==> config.mk <==
export PLATFORM = sky130hd
export DESIGN_NAME = bom_detector
export DESIGN_NICKNAME = d
export VERILOG_FILES = /design/src/rtl/bom_pkg.sv /design/src/rtl/bom_shift.sv /design/src/rtl/bom_thresh.sv /design/src/rtl/bom_ctrl.sv /design/src/rtl/bom_result.sv /design/src/rtl/bom_detector.sv
export SDC_FILE = /design/constraint.sdc
export NUM_CORES = 1
export LEC_CHECK = 0
export BUFFER_PORTS_ARGS = -buffer_cell sky130_fd_sc_hd__buf_2
export CORE_MARGIN = 8
export CORE_UTILIZATION = 30
export DETAILED_ROUTE_END_ITERATION = 10
export SETUP_SLACK_MARGIN = 0.15
export SLEW_MARGIN = 20
export SYNTH_ARGS = -nofsm -noshare
export SYNTH_HDL_FRONTEND = slang
export SYNTH_SLANG_ARGS = --single-unit
export TNS_END_PERCENT = 10
==> constraint.sdc <==
create_clock -name clk -period 4 [get_ports clk]
set_input_delay 0.2 -clock clk [delete_from_list [all_inputs] [get_ports clk]]
set_output_delay 0.2 -clock clk [all_outputs]
set_load 0.01 [all_outputs]
==> src/rtl/bom_pkg.sv <==
package bom_pkg;

    typedef enum logic [1:0] {
        ST_HUNT = 2'd0,
        ST_LOCK = 2'd1,
        ST_DONE = 2'd2
    } bom_state_e;

endpackage

==> src/rtl/bom_shift.sv <==
module bom_shift #(
    parameter int WORD_W = 16,
    parameter int CODE_W = 6
) (
    input  logic              clk,
    input  logic              rst_n,
    input  logic              bit_in,
    input  logic              bit_en,
    output logic              word_hit,
    output logic [CODE_W-1:0] word_code
);

    localparam int HALF_W = WORD_W / 2;

    logic [WORD_W-1:0] sr_q;
    logic [WORD_W-1:0] sr_nxt;

    assign sr_nxt = {sr_q[WORD_W-2:0], bit_in};

    always_ff @(posedge clk or negedge rst_n) begin
        if (!rst_n) begin
            sr_q <= '0;
        end else if (bit_en) begin
            sr_q <= sr_nxt;
        end
    end

    // Shape check on the window that includes the current bit
    assign word_hit  = (sr_nxt[HALF_W-1:0] == {HALF_W{1'b1}}) &&
                       !sr_nxt[HALF_W] && !sr_nxt[WORD_W-1];
    assign word_code = sr_nxt[WORD_W-2 -: CODE_W];

    AST_SHIFT_HOLD: assert property (@(posedge clk) disable iff (!rst_n)
        !bit_en |=> $stable(sr_q));

endmodule

==> src/rtl/bom_thresh.sv <==
module bom_thresh #(
    parameter int THR_W   = 4,
    parameter int MAX_REP = 10
) (
    input  logic [THR_W-1:0] thr_raw,
    output logic [THR_W-1:0] thr_eff
);

    localparam logic [THR_W-1:0] MAX_V = THR_W'(MAX_REP);
    localparam logic [THR_W-1:0] ONE_V = THR_W'(1);

    always_comb begin
        if (thr_raw == '0) begin
            thr_eff = ONE_V;
        end else if (thr_raw > MAX_V) begin
            thr_eff = MAX_V;
        end else begin
            thr_eff = thr_raw;
        end
    end

    always_comb begin
        assert (thr_eff != '0 && thr_eff <= MAX_V);
    end

endmodule

==> src/rtl/bom_ctrl.sv <==
module bom_ctrl
    import bom_pkg::*;
#(
    parameter int WORD_W  = 16,
    parameter int CODE_W  = 6,
    parameter int THR_W   = 4,
    parameter int MAX_REP = 10
) (
    input  logic              clk,
    input  logic              rst_n,
    input  logic              bit_en,
    input  logic              word_hit,
    input  logic [CODE_W-1:0] word_code,
    input  logic [THR_W-1:0]  thr_eff,
    output logic              det_pulse,
    output logic [CODE_W-1:0] det_code
);

    localparam int CNT_W = $clog2(WORD_W);
    localparam logic [CNT_W-1:0] LAST_BIT = CNT_W'(WORD_W - 1);
    localparam logic [THR_W-1:0] ONE_V    = THR_W'(1);

    bom_state_e        state_q, state_d;
    logic [CNT_W-1:0]  bitcnt_q, bitcnt_d;
    logic [THR_W-1:0]  rep_q, rep_d;
    logic [CODE_W-1:0] last_q, last_d;
    logic              det_d;
    logic              same_code;

    assign same_code = (word_code == last_q);

    // State register
    always_ff @(posedge clk or negedge rst_n) begin
        if (!rst_n) begin
            state_q  <= ST_HUNT;
            bitcnt_q <= '0;
            rep_q    <= '0;
            last_q   <= '0;
        end else begin
            state_q  <= state_d;
            bitcnt_q <= bitcnt_d;
            rep_q    <= rep_d;
            last_q   <= last_d;
        end
    end

    // Transitions
    always_comb begin
        state_d  = state_q;
        bitcnt_d = bitcnt_q;
        rep_d    = rep_q;
        last_d   = last_q;
        det_d    = 1'b0;
        if (bit_en) begin
            unique case (state_q)
                ST_HUNT: begin
                    if (word_hit) begin
                        rep_d    = ONE_V;
                        last_d   = word_code;
                        bitcnt_d = '0;
                        if (thr_eff == ONE_V) begin
                            det_d   = 1'b1;
                            state_d = ST_DONE;
                        end else begin
                            state_d = ST_LOCK;
                        end
                    end
                end
                ST_LOCK, ST_DONE: begin
                    bitcnt_d = bitcnt_q + 1'b1;
                    if (bitcnt_q == LAST_BIT) begin
                        if (!word_hit) begin
                            state_d = ST_HUNT;
                            rep_d   = '0;
                        end else if (same_code && state_q == ST_DONE) begin
                            state_d = ST_DONE;
                        end else if (same_code) begin
                            rep_d = rep_q + 1'b1;
                            if (rep_q + 1'b1 >= thr_eff) begin
                                det_d   = 1'b1;
                                state_d = ST_DONE;
                            end
                        end else begin
                            rep_d  = ONE_V;
                            last_d = word_code;
                            if (thr_eff == ONE_V) begin
                                det_d   = 1'b1;
                                state_d = ST_DONE;
                            end else begin
                                state_d = ST_LOCK;
                            end
                        end
                    end
                end
                default: state_d = ST_HUNT;
            endcase
        end
    end

    // Outputs
    always_comb begin
        det_pulse = det_d;
        det_code  = word_code;
    end

    AST_REP_LIMIT: assert property (@(posedge clk) disable iff (!rst_n)
        rep_q <= THR_W'(MAX_REP));
    AST_NO_RETRIGGER: assert property (@(posedge clk) disable iff (!rst_n)
        (det_pulse && state_q == ST_DONE) |-> (word_code != last_q));
    AST_IDLE_FREEZE: assert property (@(posedge clk) disable iff (!rst_n)
        !bit_en |=> ($stable(state_q) && $stable(rep_q)));
    AST_DET_NEEDS_WORD: assert property (@(posedge clk) disable iff (!rst_n)
        det_pulse |-> (bit_en && word_hit));

endmodule

==> src/rtl/bom_result.sv <==
module bom_result #(
    parameter int CODE_W = 6,
    parameter int OUT_W  = 8
) (
    input  logic              clk,
    input  logic              rst_n,
    input  logic              det_pulse,
    input  logic [CODE_W-1:0] det_code,
    input  logic              clr_det,
    output logic [OUT_W-1:0]  code_q,
    output logic              flag_q
);

    always_ff @(posedge clk or negedge rst_n) begin
        if (!rst_n) begin
            code_q <= '0;
            flag_q <= 1'b0;
        end else begin
            if (det_pulse) begin
                code_q <= OUT_W'(det_code);
            end
            if (det_pulse) begin
                flag_q <= 1'b1;
            end else if (clr_det) begin
                flag_q <= 1'b0;
            end
        end
    end

    AST_FLAG_HOLD: assert property (@(posedge clk) disable iff (!rst_n)
        (flag_q && !clr_det) |=> flag_q);
    AST_CODE_ONLY_ON_DET: assert property (@(posedge clk) disable iff (!rst_n)
        !$stable(code_q) |-> flag_q);

endmodule

==> src/rtl/bom_detector.sv <==
module bom_detector #(
    parameter int WORD_W  = 16,
    parameter int CODE_W  = 6,
    parameter int THR_W   = 4,
    parameter int MAX_REP = 10,
    parameter int OUT_W   = 8
) (
    input  logic             clk,
    input  logic             rst_n,
    input  logic             bit_in,
    input  logic             bit_en,
    input  logic [THR_W-1:0] rep_thresh,
    input  logic             clr_det,
    output logic [OUT_W-1:0] code_out,
    output logic             det_flag
);

    logic              word_hit;
    logic [CODE_W-1:0] word_code;
    logic [THR_W-1:0]  thr_eff;
    logic              det_pulse;
    logic [CODE_W-1:0] det_code;

    bom_shift #(.WORD_W(WORD_W), .CODE_W(CODE_W)) u_shift (
        .clk       (clk),
        .rst_n     (rst_n),
        .bit_in    (bit_in),
        .bit_en    (bit_en),
        .word_hit  (word_hit),
        .word_code (word_code)
    );

    bom_thresh #(.THR_W(THR_W), .MAX_REP(MAX_REP)) u_thresh (
        .thr_raw (rep_thresh),
        .thr_eff (thr_eff)
    );

    bom_ctrl #(
        .WORD_W(WORD_W), .CODE_W(CODE_W), .THR_W(THR_W), .MAX_REP(MAX_REP)
    ) u_ctrl (
        .clk       (clk),
        .rst_n     (rst_n),
        .bit_en    (bit_en),
        .word_hit  (word_hit),
        .word_code (word_code),
        .thr_eff   (thr_eff),
        .det_pulse (det_pulse),
        .det_code  (det_code)
    );

    bom_result #(.CODE_W(CODE_W), .OUT_W(OUT_W)) u_result (
        .clk       (clk),
        .rst_n     (rst_n),
        .det_pulse (det_pulse),
        .det_code  (det_code),
        .clr_det   (clr_det),
        .code_q    (code_out),
        .flag_q    (det_flag)
    );

endmodule

**Yosys cells after proc, flatten, opt, wreduce, memory -nomap -nowiden**

Cells that the tools add are included.

- Register bits after elaboration: 38
- Output and inout port bits: 9
- Logic and storage cells: 73

- Add/sub/neg operators: 2
- Magnitude comparators: 2
- Equality and inequality tests: 13
- Multiplexer cells: 35
- Reduce and logical (&&, ||, !) cells: 14

Operators by type and width:

| kind | count |
|---|---|
| 4-bit two-way mux | 8 |
| 6-bit two-way mux | 5 |
| 4-bit case mux with 2 select lines | 2 |
| 2-bit two-way mux | 7 |
| 6-bit case mux with 2 select lines | 1 |
| 1-bit two-way mux | 10 |
| 4-bit by 1-bit adder with 4-bit output (second input constant) | 2 |
| 8-bit equality test (second input constant) | 1 |
| 7-bit AND reduction | 1 |
| 6-bit equality test | 1 |
| 2-bit by 1-bit inequality test with 1-bit output (second input constant) | 3 |
| 5-bit inequality test (second input constant) | 1 |
| 5-bit AND reduction | 1 |
| 4-bit by 1-bit equality test with 1-bit output (second input constant) | 1 |
| 4-bit equality test (second input constant) | 1 |
| 4-bit greater-or-equal comparator | 1 |
| 4-bit greater-than comparator (second input constant) | 1 |
| 4-bit zero test | 1 |
| 2-bit inequality test (second input constant) | 2 |
| 2-bit case mux with 2 select lines | 1 |
| 4-bit AND reduction | 1 |
| 2-bit nonzero test | 2 |
| 1-bit logical AND | 3 |
| 3-bit inequality test (second input constant) | 1 |
| other kinds (7) | 8 |

**Logic depth before layout (Yosys ltp)**

- Word-level depth: 12
- Gate-level depth with buffers: 8
- Depth with buffers taken out: 8

**Cells and area by module**

A second synthesis with hierarchy kept.

- Cells, all modules: 190
- Area total of the unflattened synthesis: 2,215.9 um2

By module, submodules not included:

| module | times used | cells each | area each (um2) |
|---|---|---|---|
| bom_ctrl | 1 | 123 | 1,183.6 |
| bom_shift | 1 | 42 | 684.4 |
| bom_result | 1 | 19 | 307.8 |
| bom_thresh | 1 | 6 | 40.0 |

**Least setup slack after synthesis**

Ideal clock, no wire load.

- Path type: register to register
- From: reg u_ctrl.rep_q[0]
- To: reg u_result.code_q[0]
- Setup time: 0.125 ns
- Arrival time: 1.936 ns
- Setup slack: 1.939 ns
- Cell stages (with the launch flop): 9
- Cell sequence: dfrtp_1 > ha_1 > xor2_1 > ha_1 > o21ai_0 > nand2b_1 > nand4_1 > a21oi_2 > mux2_2

- Longest elaborated chain between the ends: 9

RTL lines:

| what | line | source |
|---|---|---|
| from (decl) | bom_ctrl.sv:25 | `logic [THR_W-1:0] rep_q, rep_d;` |
| from (signal assigned) | bom_ctrl.sv:42 | `rep_q <= rep_d;` |
| 4-bit by 1-bit adder with 4-bit output | bom_ctrl.sv:79 | `if (rep_q + 1'b1 >= thr_eff) begin` |
| 4-bit greater-or-equal comparator | bom_ctrl.sv:79 |  |
| 1-bit two-way mux | bom_ctrl.sv:79 |  |
| 1-bit two-way mux | bom_ctrl.sv:77 | `end else if (same_code) begin` |
| 1-bit two-way mux | bom_ctrl.sv:75 | `end else if (same_code && state_q == ST_DONE) begin` |
| 1-bit two-way mux | bom_ctrl.sv:72 | `if (!word_hit) begin` |
| 1-bit two-way mux | bom_ctrl.sv:71 | `if (bitcnt_q == LAST_BIT) begin` |
| 1-bit case mux with 2 select lines | bom_ctrl.sv:55 | `unique case (state_q)` |
| 1-bit two-way mux | bom_ctrl.sv:54 | `if (bit_en) begin` |
| to (signal assigned) | bom_result.sv:20 | `code_q <= OUT_W'(det_code);` |
| to (decl) | bom_result.sv:10 | `output logic [OUT_W-1:0] code_q,` |

No other way between the ends.
A chain may end at the register's enable or synchronous reset.

**Worst setup path in the final report**

- From: reg u_ctrl.rep_q[0]
- To: reg u_result.code_q[3]

The elaborated chain is that of the path after synthesis.

==> metrics.txt <==
# TYPE chip_impl_metric gauge
chip_impl_metric{name="route.detailed.drc",unit=""} 0
chip_impl_info{name="dominantRegCellSynth",value="sky130_fd_sc_hd__dfrtp_1"} 1
chip_impl_metric{name="min_period",unit="ns"} 2.31
chip_impl_metric{name="die_area",unit="um^2"} 9460
chip_impl_metric{name="num_vias",unit=""} 1331
chip_impl_metric{name="ant_nets",unit=""} 0
chip_impl_metric{name="htree_num_levels",unit=""} 2
chip_impl_metric{name="route.detailed.vias_per_inst",unit=""} 5.08
chip_impl_info{name="run_status",value="completed"} 1
chip_impl_metric{name="timing.clock.skew",unit="ns"} 0.00406
chip_impl_metric{name="achievable-frequency",unit="MHz"} 433
chip_impl_metric{name="async_flop_share",unit="%"} 100
chip_impl_info{name="yosysTopAreaCell",value="sky130_fd_sc_hd__dfrtp_1"} 1
chip_impl_info{name="worst_hold_path_type",value="input pin to async pin"} 1
chip_impl_metric{name="timing.final.crit_share",unit="%"} 57.7
chip_impl_metric{name="rr_worst_depth",unit=""} 8
chip_impl_metric{name="total_leakage_power",unit="nW"} 1.08
chip_impl_metric{name="maxCapViolCount",unit=""} 0
chip_impl_metric{name="wire_length_of_the_first_global_routing_pass",unit="mm"} 6.49
chip_impl_info{name="critical_path_slowest_stage_cell",value="sky130_fd_sc_hd__dfrtp_1"} 1
chip_impl_metric{name="overflow",unit=""} 0
chip_impl_info{name="worst_r2r_endpoint",value="u_result.code_q[3]"} 1
chip_impl_metric{name="first_global_vias",unit=""} 1363
chip_impl_metric{name="cts_hold_buffers",unit=""} 0
chip_impl_metric{name="hold_violations",unit=""} 0
chip_impl_info{name="critical_path_cell_list",value="ha_1 > xor2_1 > ha_1 > o21ai_0 > nand2b_1 > nand4_1 > a21oi_2 > mux2_2"} 1
chip_impl_info{name="tritoncts",value="yes"} 1
chip_impl_metric{name="area_growth_syn_to_layout",unit="%"} 12.3
chip_impl_info{name="grt_setup_unrepaired",value="false"} 1
chip_impl_metric{name="seq_area_frac_synth",unit="%"} 48.0
chip_impl_metric{name="final_cells",unit=""} 262
chip_impl_metric{name="netlist_instances",unit=""} 166
chip_impl_metric{name="antenna_violations_before_repair",unit=""} 0
chip_impl_metric{name="synthesized_area",unit="um^2"} 1980
chip_impl_metric{name="grt_usage",unit="%"} 8.27
chip_impl_metric{name="routed_wirelength",unit="mm"} 3.65
chip_impl_metric{name="r2r_setup_slack",unit="ns"} 1.69
chip_impl_metric{name="slowest_cell_delay_on_critical_path",unit="ns"} 0.45
chip_impl_info{name="worstReg2RegStart",value="u_ctrl.rep_q[0]"} 1
chip_impl_metric{name="postSynthRegisterBits",unit=""} 38
chip_impl_metric{name="detail_route.iter0.violations",unit=""} 36
chip_impl_metric{name="worst-endpoint-arrival",unit="ns"} 2.48
chip_impl_metric{name="number_of_placement_rows",unit=""} 29
chip_impl_metric{name="design.final.nets",unit=""} 202
chip_impl_info{name="yosysMostFrequentCell",value="sky130_fd_sc_hd__dfrtp_1"} 1
chip_impl_metric{name="power_per_cell_area",unit="nW/um^2"} 558
chip_impl_metric{name="clockBufferDepth",unit=""} 2
chip_impl_metric{name="grt_start_max_net_pins",unit=""} 39
chip_impl_info{name="cp-start-kind",value="flip-flop"} 1
chip_impl_metric{name="finalSetupTns",unit="ns"} 0
chip_impl_metric{name="wire_per_inst",unit="um"} 13.9
chip_impl_metric{name="maxSlewViolCount",unit=""} 0
chip_impl_info{name="crit_top_cell",value="sky130_fd_sc_hd__ha_1"} 1
chip_impl_metric{name="cts_inserted_buffers",unit=""} 5
chip_impl_metric{name="clk_transition_reported_paths",unit="ns"} 0.08
chip_impl_metric{name="clk_latency_worst_skew_pair",unit="ns"} 0.29
chip_impl_metric{name="setup_viol_count_final",unit=""} 0
chip_impl_metric{name="unique_masters_post_synth",unit=""} 44
chip_impl_metric{name="detail_placement_hpwl",unit="mm"} 2.65
chip_impl_metric{name="gp_routability_congestion",unit=""} 0.755
chip_impl_metric{name="synth_edf_count",unit=""} 0
chip_impl_metric{name="clkSinkCount",unit=""} 38
chip_impl_info{name="synth_top_cells_by_area",value="sky130_fd_sc_hd__dfrtp_1, sky130_fd_sc_hd__mux2_2, sky130_fd_sc_hd__ha_1"} 1
chip_impl_metric{name="core-area",unit="um^2"} 6390
chip_impl_metric{name="antenna_cells",unit=""} 0
chip_impl_metric{name="first_pass_iters",unit=""} 4
chip_impl_metric{name="cts.repair.resized",unit=""} 0
chip_impl_metric{name="tightest_slew",unit="ns"} 0.829
chip_impl_metric{name="max-vdd-ir-drop",unit="V"} 0.000176
chip_impl_metric{name="placement.io_buffers",unit=""} 15
chip_impl_metric{name="ports_placed_on_the_boundary",unit=""} 18
chip_impl_metric{name="syn_area_per_cell",unit="um^2"} 11.9
chip_impl_metric{name="maxSlewHeadroom",unit="%"} 44.8
chip_impl_metric{name="layout.filler_cells",unit=""} 650
chip_impl_metric{name="hold-worst-slack",unit="ns"} 0.00801
chip_impl_metric{name="die_y",unit="um"} 97.3
chip_impl_metric{name="dpl.cell_count",unit=""} 254
chip_impl_metric{name="cts_setup_buffers",unit=""} 0
chip_impl_metric{name="critPathMaxFanout",unit=""} 7
chip_impl_metric{name="synth_largest_type_area_fraction",unit="%"} 48.0
chip_impl_info{name="critical_path.endpoint_type",value="flip-flop"} 1
chip_impl_metric{name="drive_gt1_share",unit="%"} 29.7
chip_impl_info{name="ctsRootBufferMaster",value="sky130_fd_sc_hd__clkbuf_8"} 1
chip_impl_metric{name="synth_warnings",unit=""} 0
chip_impl_metric{name="initial_core_util",unit="%"} 31.0
chip_impl_info{name="path_class",value="flip-flop to flip-flop"} 1
chip_impl_info{name="top_cell_types_by_occurrence_after_synthesis",value="sky130_fd_sc_hd__dfrtp_1, sky130_fd_sc_hd__mux2_2, sky130_fd_sc_hd__ha_1, sky130_fd_sc_hd__inv_1, sky130_fd_sc_hd__nand2_1"} 1
chip_impl_metric{name="dieWidth",unit="um"} 97.3
chip_impl_metric{name="cp.required",unit="ns"} 4.18
-- sequential cells by signal, indices dropped and copies added, names as in the netlist --
signal / flops
u_ctrl.last_q: 6
u_result.code_q: 6
u_ctrl.state_q: 2
u_ctrl.rep_q: 4
u_result.flag_q: 1
u_ctrl.bitcnt_q: 4
u_shift.sr_q: 15
-- through the flow --
stage,utilization [%],area (um^2),power [mW],setup slack [ns]
3_3_place_gp,33.3,2130,0.965,1.70
5_1_grt,34.8,2220,1.34,1.50
2_1_floorplan,-,1980,0.879,1.94
4_1_cts,34.8,2220,1.26,1.65
6_report,34.8,2220,1.24,1.69
3_5_place_dp,33.3,2130,0.974,1.68
-- power breakdown --
part / leakage, nW / switching (mW) / internal [mW]
clock network: 0.0472 / 0.136 / 0.139
logic: 0.551 / 0.219 / 0.182
registers: 0.486 / 0.0909 / 0.475
-- routing by layer --
metal / vias up / track usage [%] / part of all wire (%)
li1: 638 / - / -
met1: 666 / 10.3 / 50
met2: 23 / 12.6 / 44
met3: 4 / 3.63 / 5.1
met4: 0 / 2.45 / 0.77
met5: - / 0 / 0
-- worst max-delay path by stage --
| stage | start | endpoint | slack, ns | cells past startpoint |
|---|---|---|---|---|
| after floorplan | u_ctrl.rep_q[0] | u_result.code_q[0] | 1.94 | 8 |
| after detailed placement | u_ctrl.rep_q[0] | u_result.code_q[3] | 1.68 | 8 |
| after global placement | u_ctrl.rep_q[0] | u_result.code_q[3] | 1.70 | 8 |
| after CTS | u_ctrl.rep_q[0] | u_result.code_q[3] | 1.65 | 8 |
| after global routing | u_ctrl.rep_q[0] | u_result.code_q[3] | 1.50 | 8 |
| final | u_ctrl.rep_q[0] | u_result.code_q[3] | 1.69 | 8 |
-- worst max-delay path: cells and delay by family (launching register included) --
family          cells  cell delay [ns]
xor+xnor            1             0.14
fa+ha+maj           2             0.52
mux                 1             0.39
flops               1             0.45
compound gates      2             0.47
simple gates        2             0.22
-- cells by family (layout without fill, tap and decap cells) --
| family | Yosys count | after routing | synth area share [%] |
|---|---|---|---|
| flops | 38 | 38 | 48.0 |
| compound gates | 25 | 25 | 9.60 |
| xor+xnor | 8 | 8 | 3.54 |
| other cells | 1 | 2 | 0.189 |
| fa+ha+maj | 10 | 10 | 6.19 |
| buf+inv | 14 | 32 | 3.09 |
| mux | 30 | 30 | 16.9 |
| simple gates | 40 | 40 | 12.5 |
-- placed cells by master (no fill, tap or decap), types with 2 or more instances in the layout --
| cell type | n |
|---|---|
| sky130_fd_sc_hd__a21o_1 | 4 |
| sky130_fd_sc_hd__a21oi_1 | 4 |
| sky130_fd_sc_hd__a221o_1 | 2 |
| sky130_fd_sc_hd__buf_2 | 15 |
| sky130_fd_sc_hd__clkbuf_8 | 6 |
| sky130_fd_sc_hd__conb_1 | 2 |
| sky130_fd_sc_hd__dfrtp_1 | 38 |
| sky130_fd_sc_hd__ha_1 | 9 |
| sky130_fd_sc_hd__inv_1 | 9 |
| sky130_fd_sc_hd__mux2_2 | 27 |
| sky130_fd_sc_hd__mux2i_1 | 3 |
| sky130_fd_sc_hd__nand2_1 | 8 |
| sky130_fd_sc_hd__nand2b_1 | 2 |
| sky130_fd_sc_hd__nand3_1 | 6 |
| sky130_fd_sc_hd__nand4_1 | 6 |
| sky130_fd_sc_hd__nor2_1 | 3 |
| sky130_fd_sc_hd__nor3_1 | 2 |
| sky130_fd_sc_hd__nor4b_1 | 2 |
| sky130_fd_sc_hd__o211a_1 | 2 |
| sky130_fd_sc_hd__o211ai_1 | 2 |
| sky130_fd_sc_hd__o21ai_0 | 3 |
| sky130_fd_sc_hd__o21bai_1 | 2 |
| sky130_fd_sc_hd__xor2_1 | 7 |
-- area by class of cell --
| cell class | count | area [um^2] | share of cell area (%) |
|---|---|---|---|
| Clock buffer | 6 | 82.6 | 3.71 |
| Clock inverter | 2 | 12.5 | 0.563 |
| Inverter | 9 | 33.8 | 1.52 |
| Multi-Input combinational cell | 115 | 972 | 43.7 |
| Sequential cell | 38 | 951 | 42.8 |
| Tap cell | 77 | 96.3 | 4.33 |
| Timing Repair Buffer | 15 | 75.1 | 3.38 |
Power figures use the tool's default switching activity.
